[src/rtl/potcmd_seq.sv]
module potcmd_seq #(
  parameter int W        = 6,
  parameter int BUSY_CYC = 40
) (
  input  logic           clk,
  input  logic           rst_n,
  input  logic           wp_n_i,
  input  logic           start_i,
  input  logic           sel_i,
  input  logic           rx_valid_i,
  input  logic [7:0]     rx_byte_i,
  input  logic           stop_i,
  input  logic           scl_hi_i,
  input  logic           sda_i,
  input  logic [2*W-1:0] wiper_i,
  output logic           ack_o,
  output logic [7:0]     rd_data_o,
  output logic           busy_o,
  output logic [1:0]     wload_o,
  output logic [2*W-1:0] wload_val_o,
  output logic [1:0]     step_o,
  output logic           step_up_o
);
  localparam int CW   = $clog2(BUSY_CYC + 1);
  localparam int NREG = 4;
  localparam int PADW = 8 - W;

  localparam logic [3:0] OP_RDW  = 4'b1001;
  localparam logic [3:0] OP_WRW  = 4'b1010;
  localparam logic [3:0] OP_RDD  = 4'b1011;
  localparam logic [3:0] OP_WRD  = 4'b1100;
  localparam logic [3:0] OP_D2W  = 4'b1101;
  localparam logic [3:0] OP_W2D  = 4'b1110;
  localparam logic [3:0] OP_GD2W = 4'b0001;
  localparam logic [3:0] OP_GW2D = 4'b1000;
  localparam logic [3:0] OP_STEP = 4'b0010;

  typedef enum logic [2:0] {S_IDLE, S_INSTR, S_DATA, S_DONE, S_STEP, S_DEAD} st_t;

  st_t          st;
  logic [3:0]   op;
  logic [1:0]   rsel;
  logic         ch;
  logic         pend;
  logic [W-1:0] wdat;
  logic [W-1:0] dr [2][NREG];
  logic [CW-1:0] bcnt;

  logic [W-1:0] wip [2];
  assign wip[0] = wiper_i[W-1:0];
  assign wip[1] = wiper_i[2*W-1:W];

  wire [3:0] n_op  = rx_byte_i[7:4];
  wire [1:0] n_reg = rx_byte_i[3:2];
  wire       n_ch  = rx_byte_i[0];
  wire       n_bad = rx_byte_i[1];

  wire commit = !start_i && stop_i && st == S_DONE && pend;
  wire is_store = op == OP_WRD || op == OP_W2D || op == OP_GW2D;
  wire store = commit && is_store && wp_n_i;

  assign busy_o = bcnt != '0;

  always_ff @(posedge clk or negedge rst_n) begin
    if (!rst_n) bcnt <= '0;
    else if (store) bcnt <= CW'(BUSY_CYC);
    else if (busy_o) bcnt <= bcnt - 1'b1;
  end

  always_ff @(posedge clk or negedge rst_n) begin
    if (!rst_n) begin
      st          <= S_IDLE;
      op          <= '0;
      rsel        <= '0;
      ch          <= 1'b0;
      pend        <= 1'b0;
      wdat        <= '0;
      ack_o       <= 1'b0;
      rd_data_o   <= '0;
      wload_o     <= '0;
      wload_val_o <= '0;
      step_o      <= '0;
      step_up_o   <= 1'b0;
      for (int c = 0; c < 2; c++)
        for (int r = 0; r < NREG; r++)
          dr[c][r] <= '0;
    end else begin
      ack_o   <= 1'b0;
      wload_o <= '0;
      step_o  <= '0;
      if (start_i) begin
        st   <= S_IDLE;
        pend <= 1'b0;
      end else if (stop_i) begin
        if (commit) begin
          case (op)
            OP_WRW: begin
              wload_o[ch] <= 1'b1;
              if (ch) wload_val_o[2*W-1:W] <= wdat;
              else    wload_val_o[W-1:0]   <= wdat;
            end
            OP_D2W: begin
              wload_o[ch] <= 1'b1;
              if (ch) wload_val_o[2*W-1:W] <= dr[1][rsel];
              else    wload_val_o[W-1:0]   <= dr[0][rsel];
            end
            OP_GD2W: begin
              wload_o     <= 2'b11;
              wload_val_o <= {dr[1][rsel], dr[0][rsel]};
            end
            OP_WRD: if (wp_n_i) dr[ch][rsel] <= wdat;
            OP_W2D: if (wp_n_i) dr[ch][rsel] <= wip[ch];
            OP_GW2D: if (wp_n_i) begin
              dr[0][rsel] <= wip[0];
              dr[1][rsel] <= wip[1];
            end
            default: ;
          endcase
        end
        st   <= S_IDLE;
        pend <= 1'b0;
      end else if (sel_i) begin
        pend <= 1'b0;
        if (busy_o) st <= S_IDLE;
        else begin
          st    <= S_INSTR;
          ack_o <= 1'b1;
        end
      end else if (rx_valid_i) begin
        case (st)
          S_INSTR: begin
            ack_o <= 1'b1;
            op    <= n_op;
            rsel  <= n_reg;
            ch    <= n_ch;
            st    <= S_DONE;
            pend  <= 1'b0;
            if (!n_bad) begin
              case (n_op)
                OP_RDW: rd_data_o <= {{PADW{1'b0}}, wip[n_ch]};
                OP_RDD: rd_data_o <= {{PADW{1'b0}}, dr[n_ch][n_reg]};
                OP_WRW, OP_WRD: st <= S_DATA;
                OP_D2W, OP_W2D, OP_GD2W, OP_GW2D: pend <= 1'b1;
                OP_STEP: st <= S_STEP;
                default: ;
              endcase
            end
          end
          S_DATA: begin
            ack_o <= 1'b1;
            wdat  <= rx_byte_i[W-1:0];
            pend  <= 1'b1;
            st    <= S_DONE;
          end
          S_DONE: begin
            st   <= S_DEAD;
            pend <= 1'b0;
          end
          default: ;
        endcase
      end else if (scl_hi_i && st == S_STEP) begin
        step_o[ch] <= 1'b1;
        step_up_o  <= sda_i;
      end
    end
  end
endmodule


[config.mk]
export PLATFORM = sky130hd
export DESIGN_NAME = potcmd_seq
export DESIGN_NICKNAME = d
export VERILOG_FILES = /design/src/rtl/potcmd_seq.sv
export SDC_FILE = /design/constraint.sdc
export NUM_CORES = 1
export LEC_CHECK = 0
export BUFFER_PORTS_ARGS = -buffer_cell sky130_fd_sc_hd__clkbuf_2
export CORE_MARGIN = 8
export CORE_UTILIZATION = 53
export CTS_CLUSTER_SIZE = 40
export DETAILED_ROUTE_END_ITERATION = 12
export PLACE_DENSITY = 0.84
export SLEW_MARGIN = 20
export SYNTH_ARGS = -nofsm -noshare
export SYNTH_HDL_FRONTEND = slang
export SYNTH_SLANG_ARGS = --single-unit
[constraint.sdc]
create_clock -name clk -period 2 [get_ports clk]
set_input_delay 0.6 -clock clk [delete_from_list [all_inputs] [get_ports clk]]
set_output_delay 0.6 -clock clk [all_outputs]
set_load 0.01 [all_outputs]
==> impl.org, run 1 <==
** Run status
- The flow ran to the end, and the final reports show no timing, DRC or antenna violations.

** Setup path
- Cell family contributing the most delay on the critical path :: flip-flops
- The critical path goes through inv_1, ha_2, nand3b_1, clkbuf_2.
- Arrival time of data at the critical path endpoint :: 1320 ps
- Required time reported for the critical path endpoint :: 1400 ps
- Critical path buffers and inverters :: 2
- On the critical path, the stage with the largest delay is an instance of dfrtp_1.
- Startpoint-to-endpoint class of the critical path :: register to output pin
- Type of element launching the critical path :: register
- Of all nets on the critical path, the largest fanout is 3.
- The worst setup path is captured at an output pin.
- The largest single stage delay on the critical path is 420 ps.

** Global route
- The first global-routing pass estimated 23000 um of wire.
- The via count of the first global-routing pass came to 4321.
- The number of antenna violations at the first check in global routing is 0.
- Global routing finished with a remaining overflow of 0.
- Entering global routing, the biggest net connects 43 pins.
- Global routing used 23.0% of the available tracks.

** Detailed routing
- First-iteration detailed-routing DRC count :: 312
- After detailed routing, the number of remaining DRC violations is 0.
- For this run, the detailed router's first-pass iteration total came to 7.
- The final layout contains routed wiring with a total length of 14400 um.
- In the routed layout, each cell is associated on average with a via count of 6.41.
- The detailed router placed 4118 vias in this run.
- Number of antenna-violating nets in the routed design :: 0
- Average wire per standard cell :: 22.4 um

** Final layout
- Once layout is done, the placed cells without fillers occupy 0.00604 sq mm.
- 0 antenna diodes ended up in the layout.
- Relative to the synthesized area, the layout overhead comes to 19.4%.
- After filler insertion, the fill cell instance count of the layout stands at 691.
- Summing all multi-input logic gate instances after layout gives 0.00253 sq mm.
- Area of all sequential standard cells :: 0.00238 sq mm
- Measured on the finished design, the core utilization comes to 65.3%.
- Cells with a size suffix above 1 make up 40.9% of the layout.
- Total Nets Final :: 539

** Clock tree
- # clock sinks :: 95
- Skew-Pair Late Insertion Delay :: 370 ps
- Clock transition at the registers of the reported paths :: 90 ps
- CTS tree :: yes
- In this run, CTS created clock tree buffers numbering 9.
- Clock root buffer :: clkbuf_8
- The clock passes through at most 2 buffers.
- In this run the number of H-tree levels came out at 3.

** STA
- The number of hold-slack violations in the final timing report is 0.
- Static timing analysis puts the maximum clock frequency at 0.520 GHz.
- Setup violations remaining at the end of the flow were counted as 0.
- Tmin final :: 1920 ps
- Post-Route Skew :: 15.4 ps
- After layout, the worst path uses 96.2% of the clock period.
- Unrepaired setup endpoints after global routing :: true
- The count of pins over their slew limit is 0.

** Flow run
- Max Cap Violations :: 0

** Power and ir drop
- Power per unit of standard cell area :: 703 mW/mm^2
- Leak pwr :: 0.00289 uW
- The worst-case IR drop observed on VDD is 0.443 mV.
- Final total power :: 4240 uW

** Floorplan
- In this run the vertical extent of the chip is 114 um.
- Pin placement for this block handled 56 I/O pins.
- For this configuration, the core starts out at a cell density of 54.7%.
- The die is 114 um wide.
- Num rows :: 35
- Die area :: 0.0129 sq mm
- Core Area :: 0.00924 sq mm

** Placed design
- Once placement finished, the instance area stood at 0.00580 sq mm.
- Dpl hpwl :: 10500 um
- At the end of routability-driven placement, the weighted congestion stood at 0.900.
- Quantity of I/O buffers inserted on ports :: 53

** Yosys
- Async SR Flop Fraction :: 100%
- Number of enable flip-flop cells after synthesis :: 0
- Cell area after synthesis :: 0.00505 sq mm
- Sequential area share after synthesis :: 47.0%
- Cells after synthesis :: 409
- Number of register bits inferred by synthesis :: 95
- Synthesis instantiated 52 different standard cells from the library.
- The Yosys step of the flow raised 0 warnings.
- In this run the mean area of a mapped cell was 12.4 sq um.
- Among all flip-flop cells after synthesis, the most frequent one is dfrtp_1.

** Min path
- Kind of path behind the tightest hold check :: input pin to async pin
[final timing paths]
check	endpoint	slack [ps]	startpoint	cells past startpoint
max reg2reg	wload_val_o[0]	110	rsel[1]	4
max	busy_o	80	bcnt[0]	4
min	async pin	90	rst_n	1
max in group asynchronous	async pin	1390	rst_n	2
min reg2reg	rd_data_o[1]	490	rd_data_o[1]	2
min in group clk	ack_o	450	start_i	2
[cell families after synthesis]
kind of cell             after synthesis  synth area share (%)
other                                  1                0.0742
multiplexers                          73                  21.5
adder cells (fa/ha/maj)                2                 0.495
buffers and inverters                 30                  3.24
flip-flops                            95                  47.0
AND/OR/NAND/NOR                      104                  11.4
XOR/XNOR                               5                 0.866
AO/OA/AOI/OAI                         99                  15.4
[per-stage QoR]
step	instances	TNS [ps]	worst slack [ps]	hold WS, ps
detailed placement	623	-2060	-152	468
global route	642	-13.6	-13.6	96.1
finish	642	0	75.6	90.4
global placement	623	-987	-69.0	463
CTS	639	0	19.2	93.1
floorplan	410	-74.7	-15.8	304
[layout by cell type, fill, tap and decap left out, drive strengths merged, types with 3 or more instances in the layout]
master	synthesis	final
nand4	3	3
nand3	4	4
nand2b	7	7
a22o	60	60
mux4	24	24
nor2b	7	7
a21oi	9	9
clkbuf	4	63
dfrtp	95	95
nand2	28	28
buf	20	59
nor3	7	7
nor4	3	3
and4	3	3
mux2	43	43
o21ai	15	15
mux2i	6	6
nor2	22	22
xor2	3	3
nand3b	4	4
inv	6	7
[cells in the mapped netlist (3+ instances only)]
master	instances	share of area [%]
and4_1	3	0.52
o21ai_0	9	0.89
inv_1	6	0.45
mux2i_1	6	1.2
nor2_1	20	1.5
mux2_2	43	9.6
nand3b_1	4	0.59
buf_2	14	1.4
nor3_1	5	0.49
dfrtp_1	95	47
o21ai_2	4	0.69
nor2b_1	7	0.87
nand4_1	3	0.37
buf_4	3	0.45
mux4_2	24	11
a22o_1	60	10
clkbuf_1	4	0.30
nor4_1	3	0.37
xor2_1	3	0.52
buf_6	3	0.67
nand2b_1	7	0.87
nand3_1	4	0.40
nand2_1	28	2.1
a21oi_1	9	0.89
[routing by layer]
metal / routed length (um) / vias up / part of all wire [%] / global-route usage [%]
met4: 780 / 0 / 5.4 / 13.1
li1: - / 1765 / - / -
met5: 0 / - / 0 / 0
met3: 1500 / 73 / 10 / 5.81
met2: 6810 / 270 / 47 / 37.0
met1: 5310 / 2010 / 37 / 27.7
[what timing repair did]
item                                    CTS  global route
endpoints found under the setup margin    1            16
pin swaps                                 0             1
gates resized for setup                   2             4
buffers inserted                          0             3
hold buffers                              0             0
[layout make-up]
cell class                 instances  share of cell area [%]
clock inverter                     5                   0.933
clock buffer                      11                    2.34
timing repair buffer             111                    12.3
tap                              129                    2.67
multi-input combinational        285                    42.0
inverter                           6                   0.373
sequential                        95                    39.4
[report_power, final]
part / total, uW / switching (uW) / internal (uW)
Clock: 1290 / 681 / 613
Sequential: 2130 / 124 / 2010
Combinational: 819 / 425 / 394
Note: power is estimated with default switching activity, not from simulation.
==> run 2: changes to the inputs <==
--- a/constraint.sdc
+++ b/constraint.sdc
@@ -3,2 +3,2 @@
 set_output_delay 0.6 -clock clk [all_outputs]
-set_load 0.01 [all_outputs]
+set_load 0.1 [all_outputs]
==> impl.org, run 2 (synthesis gave the netlist of run 1 again) <==
** Final layout
- Inserted Diodes :: 0
- Once layout is done, the placed cells without fillers occupy 0.00624 sq mm.
- For this run, the post-layout net count is 559.
- Relative to the synthesized area, the layout overhead comes to 23.4%.
- Cells with a size suffix above 1 make up 44.1% of the layout.
- Leading cell type in the layout, fill and taps excluded :: dfrtp_1
- The top cell types in the final layout, fill and taps aside, are 94 x dfrtp_1, 76 x buf_4, 60 x a22o_1.

** Detailed routing
- Post-route DRC violation count :: 0
- DR pass1 iterations :: 5
- Using the TritonRoute via totals, the vias-per-cell ratio works out to 6.35.
- Number of antenna-violating nets in the routed design :: 0
- Wire length reported by the detailed router :: 14300 um
- After detailed routing, the average wire length per cell comes to 21.6 um.
- Vias post-DR :: 4206
- First-iteration detailed-routing DRC count :: 313

** STA
- Timing would allow up to 0.498 GHz.
- The worst pin sits at a relative slew slack of 63.2%.
- The number of hold-slack violations in the final timing report is 0.
- The count of pins over their slew limit came to 0.
- For the final database, setup skew stands at 13.6 ps.
- Unrepaired setup endpoints after global routing :: true
- Setup WS post-layout :: -8.90 ps
- Final setup violation count :: 1
- Of the available clock period, the critical path in the final layout requires 100%.
- Tmin final :: 2010 ps
- Summed over all failing endpoints, the final setup total negative slack is -8.90 ps.
- At the pin with the least slew margin, the transition time is 555 ps.
- Worst hold slack after final layout :: 90.2 ps

** Flow run
- Max Cap Violations :: 0

** Setup path
- STA puts the critical path data arrival time at 1410 ps.
- At the worst endpoint, the required time is 1400 ps.
- The worst setup path is captured at an output pin.
- The worst setup path is launched from a register.
- Worst Reg2Reg Path Length in Cells :: 9
- Along the worst path, the maximum fanout reaches 2.
- Internal reg-to-reg setup slack :: 60 ps
- In this run the critical register-to-register path is launched from bcnt[4].
- The critical path is of the register to output pin type.
- R2r endpoint :: ack_o

** Clock tree
- Clock tree synthesis found a total of 95 sinks.
- Clock-pin slew was measured on the worst setup and hold paths at 100 ps.
- The H-tree was split into 3 levels.
- Skew-Pair Late Insertion Delay :: 380 ps
- TritonCTS built the clock tree.
- Number of buffers created by CTS :: 9
- Maximum buffer depth of the clock tree :: 2
- Clock tree synthesis selected as its root buffer the cell clkbuf_8.
- Hold-fix buffers, CTS :: 0

** Placed design
- Quantity of I/O buffers inserted on ports :: 53
- Placed standard-cell area :: 0.00590 sq mm
- The congestion estimate from routability-driven global placement came to 0.910.
- Dpl hpwl :: 10600 um

** Floorplan
- In this run the count of I/O pins placed on the die edge is 56.
- In this run the horizontal extent of the chip is 114 um.
- Core Area :: 0.00924 sq mm
- The floorplan has 35 rows.
- Die height :: 114 um
- For this configuration, the core starts out at a cell density of 54.7%.
- The floorplan step defined a die boundary enclosing 0.0129 sq mm.

** Global route
- The via count of the first global-routing pass was 4205.
- Grt ovf :: 0
- In the global route stage, overall resource usage came out at 22.7%.
- The number of antenna violations at the first check in global routing came to 0.
- Entering global routing, the biggest net connects 40 pins.
- Wire length of the first global-routing pass :: 22700 um

** Power and ir drop
- The design draws 4540 uW.
- Leak pwr :: 0.00300 uW
- VDD IR max :: 0.848 mV
- Power per unit of standard cell area :: 727 mW/mm^2

** Run status
- Violations in the final reports :: negative setup slack
- The flow ran to the end, but the final reports show violations.

** Min path
- Kind of path behind the tightest hold check :: input pin to async pin
run 2: cell count changes in the layout (fill, tap and decap cells not counted), sizes merged:
cell      before  now
clkinvlp       1    2
inv            7    9
clkbuf        63   60
clkinv         2    1
buf           59   80
run 2: cell type report:
| type | count | area (sq um) |
|---|---|---|
| multi-input combinational | 285 | 2560 |
| tap | 129 | 161 |
| sequential | 95 | 2380 |
| fill | 665 | 3000 |
| inverter | 6 | 22.5 |
| clock inverter | 7 | 87.6 |
| clock buffer | 9 | 124 |
| timing repair buffer | 131 | 906 |
run 2: critical path, stage by stage, from the launching register on:
cell	delay (ps)
dfrtp_1	420
nor3_4	230
nand3b_1	180
buf_12	210
run 2: timing repair:
| item | in CTS | in global routing |
|---|---|---|
| pin swaps | 2 | 2 |
| endpoints found under the setup margin | 1 | 3 |
| setup buffers | 10 | 4 |
| gates resized for setup | 2 | 3 |
run 2: per-layer routing:
layer	vias up	routed length, um	track usage (%)
li1	1815	-	-
met1	2061	5420	27.9
met3	54	1450	6.76
met5	-	0	0
met4	0	602	10.4
met2	276	6800	36.3
run 2: through the flow:
| stage | cells | utilization (%) | setup WS, ps |
|---|---|---|---|
| floorplan | 410 | - | -303 |
| finish | 662 | 67.5 | -8.90 |
| global placement | 632 | 63.9 | -114 |
| detailed placement | 632 | 63.9 | -190 |
| CTS | 658 | 67.1 | -3.38 |
| global route | 662 | 67.5 | -86.5 |
run 2: worst max-delay path by stage:
stage | from | endpoint | slack (ps) | cells past startpoint
finish | bcnt[4] | busy_o | -9 | 3
global route | bcnt[4] | busy_o | -90 | 3
CTS | bcnt[2] | busy_o | -3 | 3
detailed placement | rx_byte_i[3] | rd_data_o[4] | -190 | 5
global placement | rx_byte_i[3] | rd_data_o[4] | -110 | 5
floorplan | bcnt[0] | ack_o | -300 | 5
run 2: power by group:
group	leakage [uW]	internal, uW	switching, uW
sequential	0.00130	2010	86.1
clock	0.0000996	601	739
combinational	0.00160	519	584
==> run 3: changes to the inputs <==
Settings changed: ABC_AREA set to 1, CORE_ASPECT_RATIO set to 0.8, CORE_UTILIZATION 53 to 56, PLACE_DENSITY 0.84 to 0.83.
==> impl.org, run 3 <==
** Run status
- Outcome :: completed

** Setup path
- Kind of end point of the critical path :: output pin
- Highest cell delay on the worst timing path :: 400 ps
- For the worst setup path, the data arrival time is 1360 ps.
- At the worst endpoint, the required time is 1400 ps.
- Highest fanout seen on the critical path :: 7
- The signal on the critical path passes through inv_2, ha_2, nand3_4, buf_12.
- The worst setup path is launched from a register.
- Startpoint-to-endpoint class of the critical path :: register to output pin
- The slowest stage of the critical path belongs to the cell dfrtp_1.

** Yosys
- Most numerous cell in the Yosys netlist :: nand2_1
- Number of enable flip-flop cells after synthesis :: 0
- Async SR Flop Fraction :: 100%
- Summed over all instances, the cell type with the most area after synthesis is dfrtp_1.
- Cells after synthesis :: 1219
- Sequential area share after synthesis :: 32.4%
- Arithmetic-cell share of the synthesized area counting full adders, half adders and majority gates :: 0.341%
- Summing the areas of all compound-gate instances in the mapped netlist gives 8.55% of the synthesized area.
- Commonest cells in the synthesized netlist :: 494 x nand2_1, 208 x nand3_1, 112 x nor2_1
- Fraction of the mapped netlist area in simple logic gates :: 48.3%
- After synthesis, the share of cell area in mux cells is 0%.
- Synth warnings :: 0
- Averaged over all synthesized cells, the footprint is 6.01 sq um.
- Unique masters post-synth :: 26
- Combinational family with the most area after synthesis :: simple AND/OR/NAND/NOR gates
- Number of register bits inferred by synthesis :: 95
- Dominant synthesized flop cell :: dfrtp_1
- Post-Synth XOR/XNOR Area :: 0.478%
- The mapped netlist covers 0.00733 sq mm.
- Sorting the synthesized cells by area gives the leading types as dfrtp_1 32%, nand2_1 25%, nand3_1 14%, nor2_1 5.7%, inv_1 5.3%.
- Share of the synthesized area in the top cell type :: 32.4%

** Global route
- Number of antenna violations at the first check in global routing :: 0
- Global routing used 43.3% of the available met2 tracks.
- The via count of the first global-routing pass is 7873.
- All-layer global routing usage :: 31.0%
- For met3 alone, demand over resource in global routing was 9.17%.
- The global routing stage identified its most utilized layer as met1.
- Met1 Usage GRT :: 43.5%
- The first global-routing pass estimated 41500 um of wire.
- Grt ovf :: 0
- Largest net degree at the start of global routing :: 96

** STA
- Tmin final :: 1960 ps
- For this run, the top clock speed supported by timing is 0.510 GHz.
- Setup repair after global routing left no endpoint under its margin.
- Slew at the pin closest to its max-slew limit :: 679 ps
- The worst path uses 98.0% of the clock period.
- Final setup violation count :: 0
- Slew Limit Headroom :: 54.6%
- Between clock sinks in the finished design, the worst skew comes to 7.03 ps.
- The number of hold-slack violations in the final timing report came to 0.
- Setup WS post-layout :: 39.7 ps
- Number of pins with negative max-slew slack in the final report :: 0
- Final hold analysis gives a worst-case slack of 297 ps.

** Floorplan
- Num rows :: 37
- Io pins :: 56
- Die width :: 144 um
- Core Area :: 0.0128 sq mm
- The floorplan step set the die height to 118 um.
- The die covers 0.0170 sq mm.
- Initial Utilization :: 57.2%

** Placed design
- OpenSTA, run right after detailed placement, puts the worst setup slack at -126 ps.
- Once placement finished, the instance area stood at 0.00785 sq mm.
- Once placement completed, the tool counted placed cells totaling 1419.
- Routability Congestion :: 0.989
- Quantity of I/O buffers inserted on ports :: 53
- Dpl hpwl :: 18300 um

** Detailed routing
- The first routing iteration left 1519 violations.
- Post-route DRC violation count :: 0
- For this block, the via count after detailed routing is 8531.
- After detailed routing, the average wire length per cell comes to 18.2 um.
- DR pass1 iterations :: 9
- The detail route stage leaves a number of antenna-violating nets equal to 0.
- Wire length reported by the detailed router :: 26200 um
- Vias per inst :: 5.94

** Power and ir drop
- Across the VDD grid, the largest voltage drop is 0.591 mV.
- Dividing total power by cell area gives a power density of 680 mW/mm^2.
- For this design the static power due to leakage is 0.00454 uW.

** Final layout
- Ratio of cells with drive above 1 in the final layout :: 11.3%
- Utilization after layout :: 63.9%
- Fin area :: 0.00820 sq mm
- Leaving out fill and tap cells, the most frequent cell in the layout is nand2_1.
- Inserted Diodes :: 0
- Total Nets Final :: 1288
- Relative to the synthesized area, the layout overhead comes to 11.8%.
- Finished Layout Cells :: 1437
- Highest-count cells in the layout ignoring fill and taps :: 494 x nand2_1, 207 x nand3_1, 108 x nor2_1

** Clock tree
- Maximum buffer depth of the clock tree :: 2
- CTS tree :: yes
- Hold-fix buffers, CTS :: 0
- # clock sinks :: 95
- Clock root buffer :: clkbuf_16
- CTS built an H-tree with a depth of 3.
- Number of buffers created by CTS :: 9
- Post-CTS setup repair buffer count :: 0
- The clock reaches the later pin of the worst-skew pair after 360 ps.
- Clock transition at the registers of the reported paths :: 70 ps

** Flow run
- The tool flagged a number of max-cap violations equal to 0.

** Min path
- Kind of path behind the tightest hold check :: input pin to async pin
[run 3: cells by family (layout without fill, tap and decap cells)]
| logic type | count (synthesis) | after routing |
|---|---|---|
| AOI/OAI and AO/OA | 101 | 101 |
| xor gates and xnor gates | 4 | 4 |
| adders and majority gates | 2 | 2 |
| buffers and inverters | 176 | 216 |
| DFF | 95 | 95 |
| other | 1 | 2 |
| and+or+nand+nor | 840 | 842 |
[run 3: layout make-up]
class / instances / area, sq um
clock buffers: 10 / 239
clock inverters: 6 / 68.8
fillers: 1240 / 4630
inverters: 112 / 420
multi-input cells: 951 / 4300
flip-flops and latches: 95 / 2380
well taps: 175 / 219
repair buffers: 88 / 574
[run 3: through the flow]
| step | setup TNS, ps | total power, uW |
|---|---|---|
| floorplan | 0 | 3170 |
| global placement | -368 | 3640 |
| detailed placement | -3040 | 3660 |
| CTS | 0 | 5490 |
| global route | 0 | 5800 |
| finish | 0 | 5570 |
[run 3: repair_timing]
action,in CTS,in global routing
resized for setup,2,5
cloned,1,1
endpoints found under the hold margin,0,0
setup endpoints to repair,49,33
pin swaps,1,1
[run 3: critical path: cells and delay by family (launching register included)]
kind / cells / cell delay [ps]
adder cells (fa/ha/maj): 1 / 190
AND/OR/NAND/NOR: 1 / 130
flip-flops: 1 / 400
buffers and inverters: 2 / 290
[run 3: per-layer routing]
metal	routed length, um	share of wire [%]
met1	10400	40
met4	1170	4.5
met3	3810	15
met5	0	0
met2	10800	41
[run 3: power by group]
part | internal, uW | switching [uW] | leakage [uW]
logic | 429 | 1290 | 0.00310
registers | 1970 | 60.4 | 0.00129
clock network | 1010 | 814 | 0.000149
[run 3: final timing paths]
kind                            depth (start not counted)  startpoint   endpoint  slack (ps)
worst max-delay path                                    4     bcnt[0]     busy_o          40
worst min-delay path                                    2       rst_n      op[3]         300
worst max register to register                          9       op[2]   register          70
worst min register to register                          1          ch  step_o[0]         470
max in group asynchronous                               2       rst_n  async pin        1330
min in group clk                                        3       sda_i  step_up_o         470
